[src/rtl/sysa_pkg.sv]
package sysa_pkg;
   // Edges from the accepted start to done for a run.
   function automatic int run_latency(int vecs, int rows, int cols);
      return vecs + rows + cols - 1;
   endfunction

   function automatic int step_width(int vecs, int rows, int cols);
      return $clog2(vecs + rows + cols);
   endfunction
endpackage

[src/rtl/sysa_pe.sv]
module sysa_pe #(
   parameter int DW = 8,
   parameter int AW = 32
) (
   input  logic          clk,
   input  logic          rst,
   input  logic [DW-1:0] w,
   input  logic [DW-1:0] a_in,
   input  logic [AW-1:0] s_in,
   output logic [DW-1:0] a_out,
   output logic [AW-1:0] s_out
);
   localparam int PW = 2 * DW;

   generate
      if (AW < PW) begin : g_bad_width
         $error("sysa_pe: AW must hold a full product");
      end
   endgenerate

   logic signed [PW-1:0] prod;
   logic        [AW-1:0] prod_ext;

   assign prod     = $signed(a_in) * $signed(w);
   assign prod_ext = {{(AW-PW){prod[PW-1]}}, prod};

   always_ff @(posedge clk) begin
      if (rst) begin
         a_out <= '0;
         s_out <= '0;
      end else begin
         a_out <= a_in;
         s_out <= s_in + prod_ext;
      end
   end
endmodule

[src/rtl/sysa_ctrl.sv]
module sysa_ctrl
   import sysa_pkg::*;
#(
   parameter int VECS = 2,
   parameter int ROWS = 2,
   parameter int COLS = 2,
   localparam int LAT = run_latency(VECS, ROWS, COLS),
   localparam int CW  = step_width(VECS, ROWS, COLS)
) (
   input  logic          clk,
   input  logic          rst,
   input  logic          start,
   output logic          busy,
   output logic          done,
   output logic          feed,
   output logic [CW-1:0] step
);
   generate
      if (VECS < 1 || ROWS < 1 || COLS < 1) begin : g_bad_dims
         $error("sysa_ctrl: all dimensions must be at least 1");
      end
   endgenerate

   always_ff @(posedge clk) begin
      if (rst) begin
         busy <= 1'b0;
         done <= 1'b0;
         step <= '0;
      end else if (!busy) begin
         if (start) begin
            busy <= 1'b1;
            done <= 1'b0;
            step <= '0;
         end
      end else begin
         if (step == CW'(LAT - 1)) begin
            busy <= 1'b0;
            done <= 1'b1;
            step <= '0;
         end else begin
            step <= step + 1'b1;
         end
      end
   end

   assign feed = busy && (step < CW'(VECS));
endmodule

[src/rtl/sysa_mmu.sv]
module sysa_mmu
   import sysa_pkg::*;
#(
   parameter int DW   = 8,
   parameter int AW   = 32,
   parameter int ROWS = 2,
   parameter int COLS = 2,
   parameter int VECS = 2
) (
   input  logic                     clk,
   input  logic                     rst,
   input  logic                     w_load,
   input  logic [ROWS*COLS*DW-1:0]  w_data,
   input  logic                     start,
   input  logic [ROWS*DW-1:0]       in_vec,
   output logic                     busy,
   output logic                     done,
   output logic [VECS*COLS*AW-1:0]  res
);
   localparam int CW = step_width(VECS, ROWS, COLS);

   generate
      if (ROWS * COLS > 256) begin : g_too_big
         $error("sysa_mmu: grid larger than supported");
      end
   endgenerate

   logic          feed;
   logic [CW-1:0] step;

   sysa_ctrl #(.VECS(VECS), .ROWS(ROWS), .COLS(COLS)) u_ctrl (
      .clk(clk), .rst(rst), .start(start),
      .busy(busy), .done(done), .feed(feed), .step(step)
   );

   // Weight store: written whole, only while idle.
   logic [ROWS*COLS*DW-1:0] w_q;
   always_ff @(posedge clk) begin
      if (rst)                 w_q <= '0;
      else if (w_load && !busy) w_q <= w_data;
   end

   logic [DW-1:0] a_h [ROWS][COLS+1];
   logic [AW-1:0] s_v [ROWS+1][COLS];

   // Row entry with diagonal skew: row k delayed by k registers.
   for (genvar k = 0; k < ROWS; k++) begin : g_row
      logic [DW-1:0] a_src;
      assign a_src = feed ? in_vec[k*DW +: DW] : '0;
      if (k == 0) begin : g_direct
         assign a_h[k][0] = a_src;
      end else begin : g_skew
         logic [DW-1:0] dly [k];
         always_ff @(posedge clk) begin
            if (rst) begin
               for (int i = 0; i < k; i++) dly[i] <= '0;
            end else begin
               dly[0] <= a_src;
               for (int i = 1; i < k; i++) dly[i] <= dly[i-1];
            end
         end
         assign a_h[k][0] = dly[k-1];
      end
   end

   for (genvar n = 0; n < COLS; n++) begin : g_top
      assign s_v[0][n] = '0;
   end

   for (genvar k = 0; k < ROWS; k++) begin : g_pe_r
      for (genvar n = 0; n < COLS; n++) begin : g_pe_c
         sysa_pe #(.DW(DW), .AW(AW)) u_pe (
            .clk(clk), .rst(rst),
            .w(w_q[(k*COLS+n)*DW +: DW]),
            .a_in(a_h[k][n]),
            .s_in(s_v[k][n]),
            .a_out(a_h[k][n+1]),
            .s_out(s_v[k+1][n])
         );
      end
   end

   // Unused right-edge outputs of the last column.
   logic [ROWS*DW-1:0] spill;
   for (genvar k = 0; k < ROWS; k++) begin : g_spill
      assign spill[k*DW +: DW] = a_h[k][COLS];
   end
   logic spill_unused;
   assign spill_unused = ^spill;

   // Column accumulators: slot m of column n captures when vector m leaves the bottom.
   for (genvar n = 0; n < COLS; n++) begin : g_acc_c
      for (genvar m = 0; m < VECS; m++) begin : g_acc_m
         logic [AW-1:0] acc;
         always_ff @(posedge clk) begin
            if (rst)
               acc <= '0;
            else if (busy && step == CW'(ROWS + n + m))
               acc <= s_v[ROWS][n];
         end
         assign res[(m*COLS+n)*AW +: AW] = acc;
      end
   end
endmodule

[config.mk]
export PLATFORM = sky130hd
export DESIGN_NAME = sysa_mmu
export DESIGN_NICKNAME = d
export VERILOG_FILES = /design/src/rtl/sysa_pkg.sv /design/src/rtl/sysa_pe.sv /design/src/rtl/sysa_ctrl.sv /design/src/rtl/sysa_mmu.sv
export SDC_FILE = /design/constraint.sdc
export NUM_CORES = 1
export LEC_CHECK = 0
export BUFFER_PORTS_ARGS = -buffer_cell sky130_fd_sc_hd__clkbuf_2
export CORE_UTILIZATION = 45
export CTS_BUF_LIST = sky130_fd_sc_hd__clkbuf_16
export DETAILED_ROUTE_END_ITERATION = 6
export GPL_TIMING_DRIVEN = 0
export HOLD_SLACK_MARGIN = 0.05
export PLACE_DENSITY = 0.61
export RECOVER_POWER = 25
export REMOVE_ABC_BUFFERS = 1
export SYNTH_ARGS = -nofsm -noshare
export SYNTH_HDL_FRONTEND = slang
export SYNTH_SLANG_ARGS = --single-unit
[constraint.sdc]
create_clock -name clk -period 6 [get_ports clk]
set_input_delay 0.3 -clock clk [delete_from_list [all_inputs] [get_ports clk]]
set_output_delay 0.3 -clock clk [all_outputs]
set_load 0.05 [all_outputs]
== Word-level counts from Yosys, hierarchy flattened ==
Memory sizes are Yosys's and may differ from the RTL's.
Index checks and enable logic that the tools add are counted.
Word-level totals
  output and inout bits: 130
  memory bits (writable): 8
  word-level logic and storage cells: 52
  flip-flop bits (word level): 277
  bits of input ports: 52
  memories: 1
Cells by class
  multiply operators: 4
  reduce and logical (&&, ||, !) cells: 9
  add/sub/neg operators: 3
  multiplexer cells: 16
  $lt $le $gt $ge: 1
  equal/unequal tests: 4
Memory list
  g_row[1].g_skew.dly: depth 1, bits a word 8, read ports 1, clocked after memory_dff 0, wr ports 1, RTL line sysa_mmu.sv:53  | logic [DW-1:0] dly [k];
Operator list (count)
  $mul 8x8->16: 4
  $add 16x16->17: 2
  $mux 8: 3
  $mux 1: 10
  $mux 3: 3
  $reduce_or 8->1: 1
  $eq 3x2->1 const B: 2
  $logic_and 1x1->1: 5
  $add 3x1->3 const B: 1
  $eq 3x3->1 const B: 1
  $lt 3x2->1 const B: 1
  $ne 2x2->1 const B: 1
  $reduce_and 2->1: 1
  $reduce_bool 2->1: 1
  $logic_not 1->1: 1

== Logic depth before layout (Yosys ltp) ==
  depth after elaboration: 4
  depth in mapped cells: 20
  gate-level depth less buffers: 18

== Cells and area by module ==
A second synthesis with hierarchy kept.
Second synthesis, totals
  cells, all modules: 3123
  area total of the unflattened synthesis: 26998.4 sq um
By module, submodules not included
  sysa_mmu: instances 1, cells an instance 729, area each 5943.2 sq um, sequential area each 3363.2 sq um
  sysa_pe (g_pe_r[0].g_pe_c[0].u_pe): instances 1, cells an instance 608, area each 5275.1 sq um, sequential area each 800.8 sq um
  sysa_pe (g_pe_r[0].g_pe_c[1].u_pe): instances 1, cells an instance 608, area each 5236.3 sq um, sequential area each 800.8 sq um
  sysa_pe (g_pe_r[1].g_pe_c[0].u_pe): instances 1, cells an instance 571, area each 5151.2 sq um, sequential area each 800.8 sq um
  sysa_pe (g_pe_r[1].g_pe_c[1].u_pe): instances 1, cells an instance 578, area each 5144.9 sq um, sequential area each 800.8 sq um
  sysa_ctrl: instances 1, cells an instance 29, area each 247.7 sq um, sequential area each 100.1 sq um

== Least setup slack after synthesis ==
OpenSTA, ideal clock, no wires.
  kind: register to register
  start: reg u_ctrl.busy
  end: reg g_pe_r[0].g_pe_c[0].u_pe.s_out[15] (netlist name)
  setup time: 0.128 ns
  period minus slack after synthesis: 5.155 ns
  stages on the path, launching flop included: 18
  data required time: 5.872 ns
  slack: 0.845 ns
  data arrival time: 5.027 ns
  path buffers: 2
  path through: dfxtp_1 -> and3_1 -> clkbuf_1 -> clkbuf_1 -> nand3_1 -> fa_1 -> fa_1 -> inv_1 -> fa_1 -> inv_1 -> fa_1 -> inv_1 -> ha_1 -> or4_1 -> o22a_1 -> a41o_1 -> xnor2_1 -> nor2_1
On the way
  word-level cells in the longest chain between the ends: 3
Ends and longest elaborated chain
  start: declaration: RTL line sysa_ctrl.sv:13  | output logic busy,
  start signal: assignment: RTL line sysa_ctrl.sv:26  | busy <= 1'b0;
  start signal: assignment: RTL line sysa_ctrl.sv:31  | busy <= 1'b1;
  start signal: assignment: RTL line sysa_ctrl.sv:37  | busy <= 1'b0;
  $logic_and 1x1->1: RTL line sysa_ctrl.sv:46  | assign feed = busy && (step < CW'(VECS));
  $mux 8: RTL line sysa_mmu.sv:49  | assign a_src = feed ? in_vec[k*DW +: DW] : '0;
  $mul 8x8->16: RTL line sysa_pe.sv:24  | assign prod = $signed(a_in) * $signed(w);
Every way passes these cells.
A chain may end at the register's enable or synchronous reset.

== Final worst setup path ==
  start: reg u_ctrl.busy
  end: reg g_pe_r[0].g_pe_c[0].u_pe.s_out[15] (netlist name)
On the way
  word-level cells in the longest chain between the ends: 3
Ends and longest elaborated chain (RTL line)
  $logic_and 1x1->1: sysa_ctrl.sv:46
  $mux 8: sysa_mmu.sv:49
  $mul 8x8->16: sysa_pe.sv:24
Every way passes these cells.

==> results by group <==
Final layout
  • Antenna cells: 0
  • Post-Layout Cell Count: 2586
  • Area delta synth->final: 8.49%
  • Layout cells sized above 1: 0.0740
  • Nets: 2509

Pwr
  • Lkg Pwr: 9.42 nW
  • Maximum VDD drop: ~0.00020 V
  • Total power: 3.06 mW
  • P per Cell Area: 160 nW/um2

Outcome
  • Status: finished with violations
  • Failing checks: capacitance limit, slew limit

Clocking
  • CTS tree: built
  • Clock root buffer: clkbuf_16
  • Clk slew on worst S/H paths: approximately 0.07 ns
  • Latest clock arrival within the worst-skew pair: 0.45 ns
  • Worst-case clock buffer depth: 2
  • Cts bufs inserted: 17
  • Clk sink count: a little under 200
  • H-tree Lvls: 4

Setup path
  • Most frequent CP cell: fa_1
  • Crit path launch type: register
  • Crit-path cells: and3_4, nand3_1, fa_1, inv_1, fa_1, fa_1, inv_1, fa_1, inv_1, ha_1, or4_1, o22a_1, a41o_1, xnor2_1, nor2_1
  • Worst Path Max Fanout: between 60 and 70
  • Buf+Inv Stages, Crit Path: 3
  • Crit Path Category: register to register
  • Crit end category: register
  • CP arrival: between 5 and 6 ns
  • CP required: approximately 6.3 ns
  • Max incr delay on CP: roughly 0.73 ns
  • Cell family with most CP delay: adder cells
  • Slowest CP cell: dfxtp_1

STA
  • Fmax: approximately 180 MHz
  • Period utilization: 0.913
  • Fin. Hold Viols: 0
  • Final setup viols: 0
  • Slew HR: -0.838
  • Setup_tns: 0 ns
  • Final Skew: 0.0120 ns
  • Final critical-path required period: 5.48 ns
  • Slew @ Worst Pin: 2.76 ns
  • RSZ-0062 raised after global routing: false
  • Fin. max-slew vios: 183

Floorplanning
  • Overall die area: between 40000 and 50000 um2
  • Initial core utilization: 0.457
  • I/O Pins: 182
  • Die width: 200 um
  • Die Y-Extent: 200 um
  • Core Area: about 39000 um2
  • Cell row count: 72

Global route
  • Initial antenna violation count: 1
  • First-pass GRT wire length: 58.8 mm
  • Vias in the first global route: 12098
  • GR Util All Layers: 0.183
  • Total grt overflow: 0
  • Largest net degree at the start of global routing: 141

Job
  • Max Cap Violations: 2

Synth
  • Synth Warn #: 0
  • Cell Area, Synth: about 18000 um2
  • Main synth FF type: dfxtp_1
  • Mapped Cells: 1959
  • Post-synthesis cell type count: 48
  • Ranking of synthesized cells by area: fa_1 30%, dfxtp_1 22%, ha_1 9.9%
  • Leading area contributor after synthesis: fa_1
  • Number of flops mapped to enable cells by yosys: 0
  • FFs w/ async S/R, synth: 0
  • Flops & latches, synth: 195
  • Sequential fraction of the synthesis area: 0.221
  • Avg Cell Area, Syn: 9.01 um2
  • Area share of the largest cell type after synthesis: 0.297

Drt
  • DRC: 0
  • Via/cell ratio: 4.74
  • WL met3: 1.19 mm
  • Antenna viol nets, final: 0
  • Final WL: approximately 34 mm
  • Initial DRC Count: 499
  • DR top layer: met4
  • Via Count: 12264
  • Post-Route M1 WL: 17.3 mm
  • DRT Pass-1 Iters: 5
  • Met2 Wirelength: 15.6 mm
  • WL/cell: 13.3 um

Hold path
  • HP Class: input port to register

Placed design
  • Routability cong.: 0.828
  • Placed cell count: 2541
  • DP HPWL: 27.8 mm
  • IO Port Bufs: 181
## per-layer routing
layer | vias up | track usage
met5 | - | 0
li1 | 6136 | -
met1 | 5911 | 0.262
met3 | 17 | 0.0228
met4 | 0 | 0.0427
met2 | 200 | 0.293
## cells by family (layout without fill, tap and decap cells)
| family | Yosys count | count (layout) | synth area share |
|---|---|---|---|
| simple gates | 607 | 607 | 0.165 |
| buf+inv | 481 | 590 | 0.115 |
| fa+ha+maj | 402 | 402 | 0.396 |
| compound gates | 217 | 217 | 0.0739 |
| flops | 195 | 195 | 0.221 |
| xor+xnor | 55 | 55 | 0.0273 |
| mux | 2 | 2 | 0.00128 |
## sequential cells by signal, indices dropped and copies added (netlist names)
register / count
g_pe_r.g_pe_c.u_pe.a_out: 16
u_ctrl.step: 3
g_pe_r.g_pe_c.u_pe.s_out: 66
g_acc_c.g_acc_m.acc: 68
g_row.g_skew.dly: 8
u_ctrl.done: 1
w_q: 32
u_ctrl.busy: 1
## synth_stat cells (all sizes together) (6+ instances only)
| library cell | number |
|---|---|
| nor2b | 39 |
| o21ai | 25 |
| a211oi | 13 |
| a31oi | 6 |
| ha | 140 |
| and2 | 121 |
| buf | 66 |
| xnor2 | 42 |
| fa | 262 |
| nand2b | 19 |
| dfxtp | 195 |
| nand2 | 277 |
| and3 | 47 |
| o21a | 17 |
| a21boi | 6 |
| xor2 | 13 |
| inv | 363 |
| nor2 | 62 |
| nand3 | 16 |
| a21oi | 118 |
| a21o | 12 |
| clkbuf | 52 |
| nor3 | 19 |
## what timing repair did
action,in CTS,in global routing
hold buffers,13,0
setup buffers,0,0
setup endpoints to repair,0,2
hold endpoints to repair,13,0
resized for setup,0,1
## cells in the final DEF, fill, tap and decap left out, types with 4 or more instances in the layout
| cell | synthesis | layout |
|---|---|---|
| inv_8 | 0 | 4 |
| o21ai_0 | 18 | 18 |
| a21o_1 | 12 | 12 |
| a31oi_1 | 6 | 6 |
| clkbuf_2 | 0 | 115 |
| inv_1 | 361 | 361 |
| xnor2_1 | 42 | 42 |
| dfxtp_1 | 195 | 195 |
| nor2b_1 | 39 | 38 |
| xor2_1 | 13 | 13 |
| a21oi_1 | 118 | 118 |
| or4_1 | 4 | 4 |
| clkbuf_1 | 52 | 67 |
| and3_1 | 47 | 46 |
| clkinv_1 | 0 | 4 |
| and2_1 | 121 | 121 |
| o21a_1 | 17 | 17 |
| clkbuf_16 | 0 | 17 |
| dlygate4sd3_1 | 0 | 13 |
| fa_1 | 262 | 262 |
| nor2_1 | 62 | 62 |
| nor3_1 | 19 | 19 |
| o21ai_1 | 7 | 7 |
| nand2_1 | 277 | 277 |
| a21boi_0 | 6 | 6 |
| inv_6 | 0 | 4 |
| ha_1 | 140 | 140 |
| nand2b_1 | 19 | 18 |
| a211oi_1 | 12 | 12 |
| nand3_1 | 16 | 16 |
## cell type report
type,count,area (um2)
Tap cell,518,648
Clock inverter,15,120
Inverter,363,1360
Timing Repair Buffer,195,957
Multi-Input combinational cell,1283,11700
Sequential cell,195,3900
Fill cell,3788,19500
Clock buffer,17,425
## power by group
group          total (mW)  switching, mW  internal, mW
logic               0.564          0.325         0.240
registers            1.42         0.0671          1.35
clock network        1.08          0.538         0.542
## through the flow
stage / hold WS (ns) / util / setup slack (ns) / cell area (um2)
after global placement: 0.438 / 0.480 / -0.251 / 18500
after CTS: 0.0502 / 0.498 / 0.334 / 19300
after global routing: 0.0674 / 0.495 / 0.192 / 19100
final: 0.0729 / 0.495 / 0.522 / 19100
after floorplan: 0.367 / - / 0.103 / 17000
after detailed placement: 0.443 / 0.481 / 0.361 / 18600
## final timing paths
path	end	depth (start not counted)	slack, ns	from
worst max-delay path	g_pe_r[0].g_pe_c[0].u_pe.s_out[15]$_SDFF_PP0_	15	0.52	u_ctrl.busy$_SDFF_PP0_
worst min-delay path	w_q[12]$_SDFFE_PP0P_	3	0.07	w_data[12]
worst max register to register	g_pe_r[0].g_pe_c[0].u_pe.s_out[15]$_SDFF_PP0_	15	0.52	u_ctrl.busy$_SDFF_PP0_
worst min register to register	g_acc_c[1].g_acc_m[0].acc[7]$_SDFFE_PP0P_	2	0.45	g_pe_r[1].g_pe_c[1].u_pe.s_out[7]$_SDFF_PP0_
## tightest hold or removal path, delay by kind of cell
kind            cells  cell delay, ns
buf+inv             1            0.08
simple gates        1            0.05
compound gates      1            0.05
No activity file was read; power rests on OpenSTA's default activity.
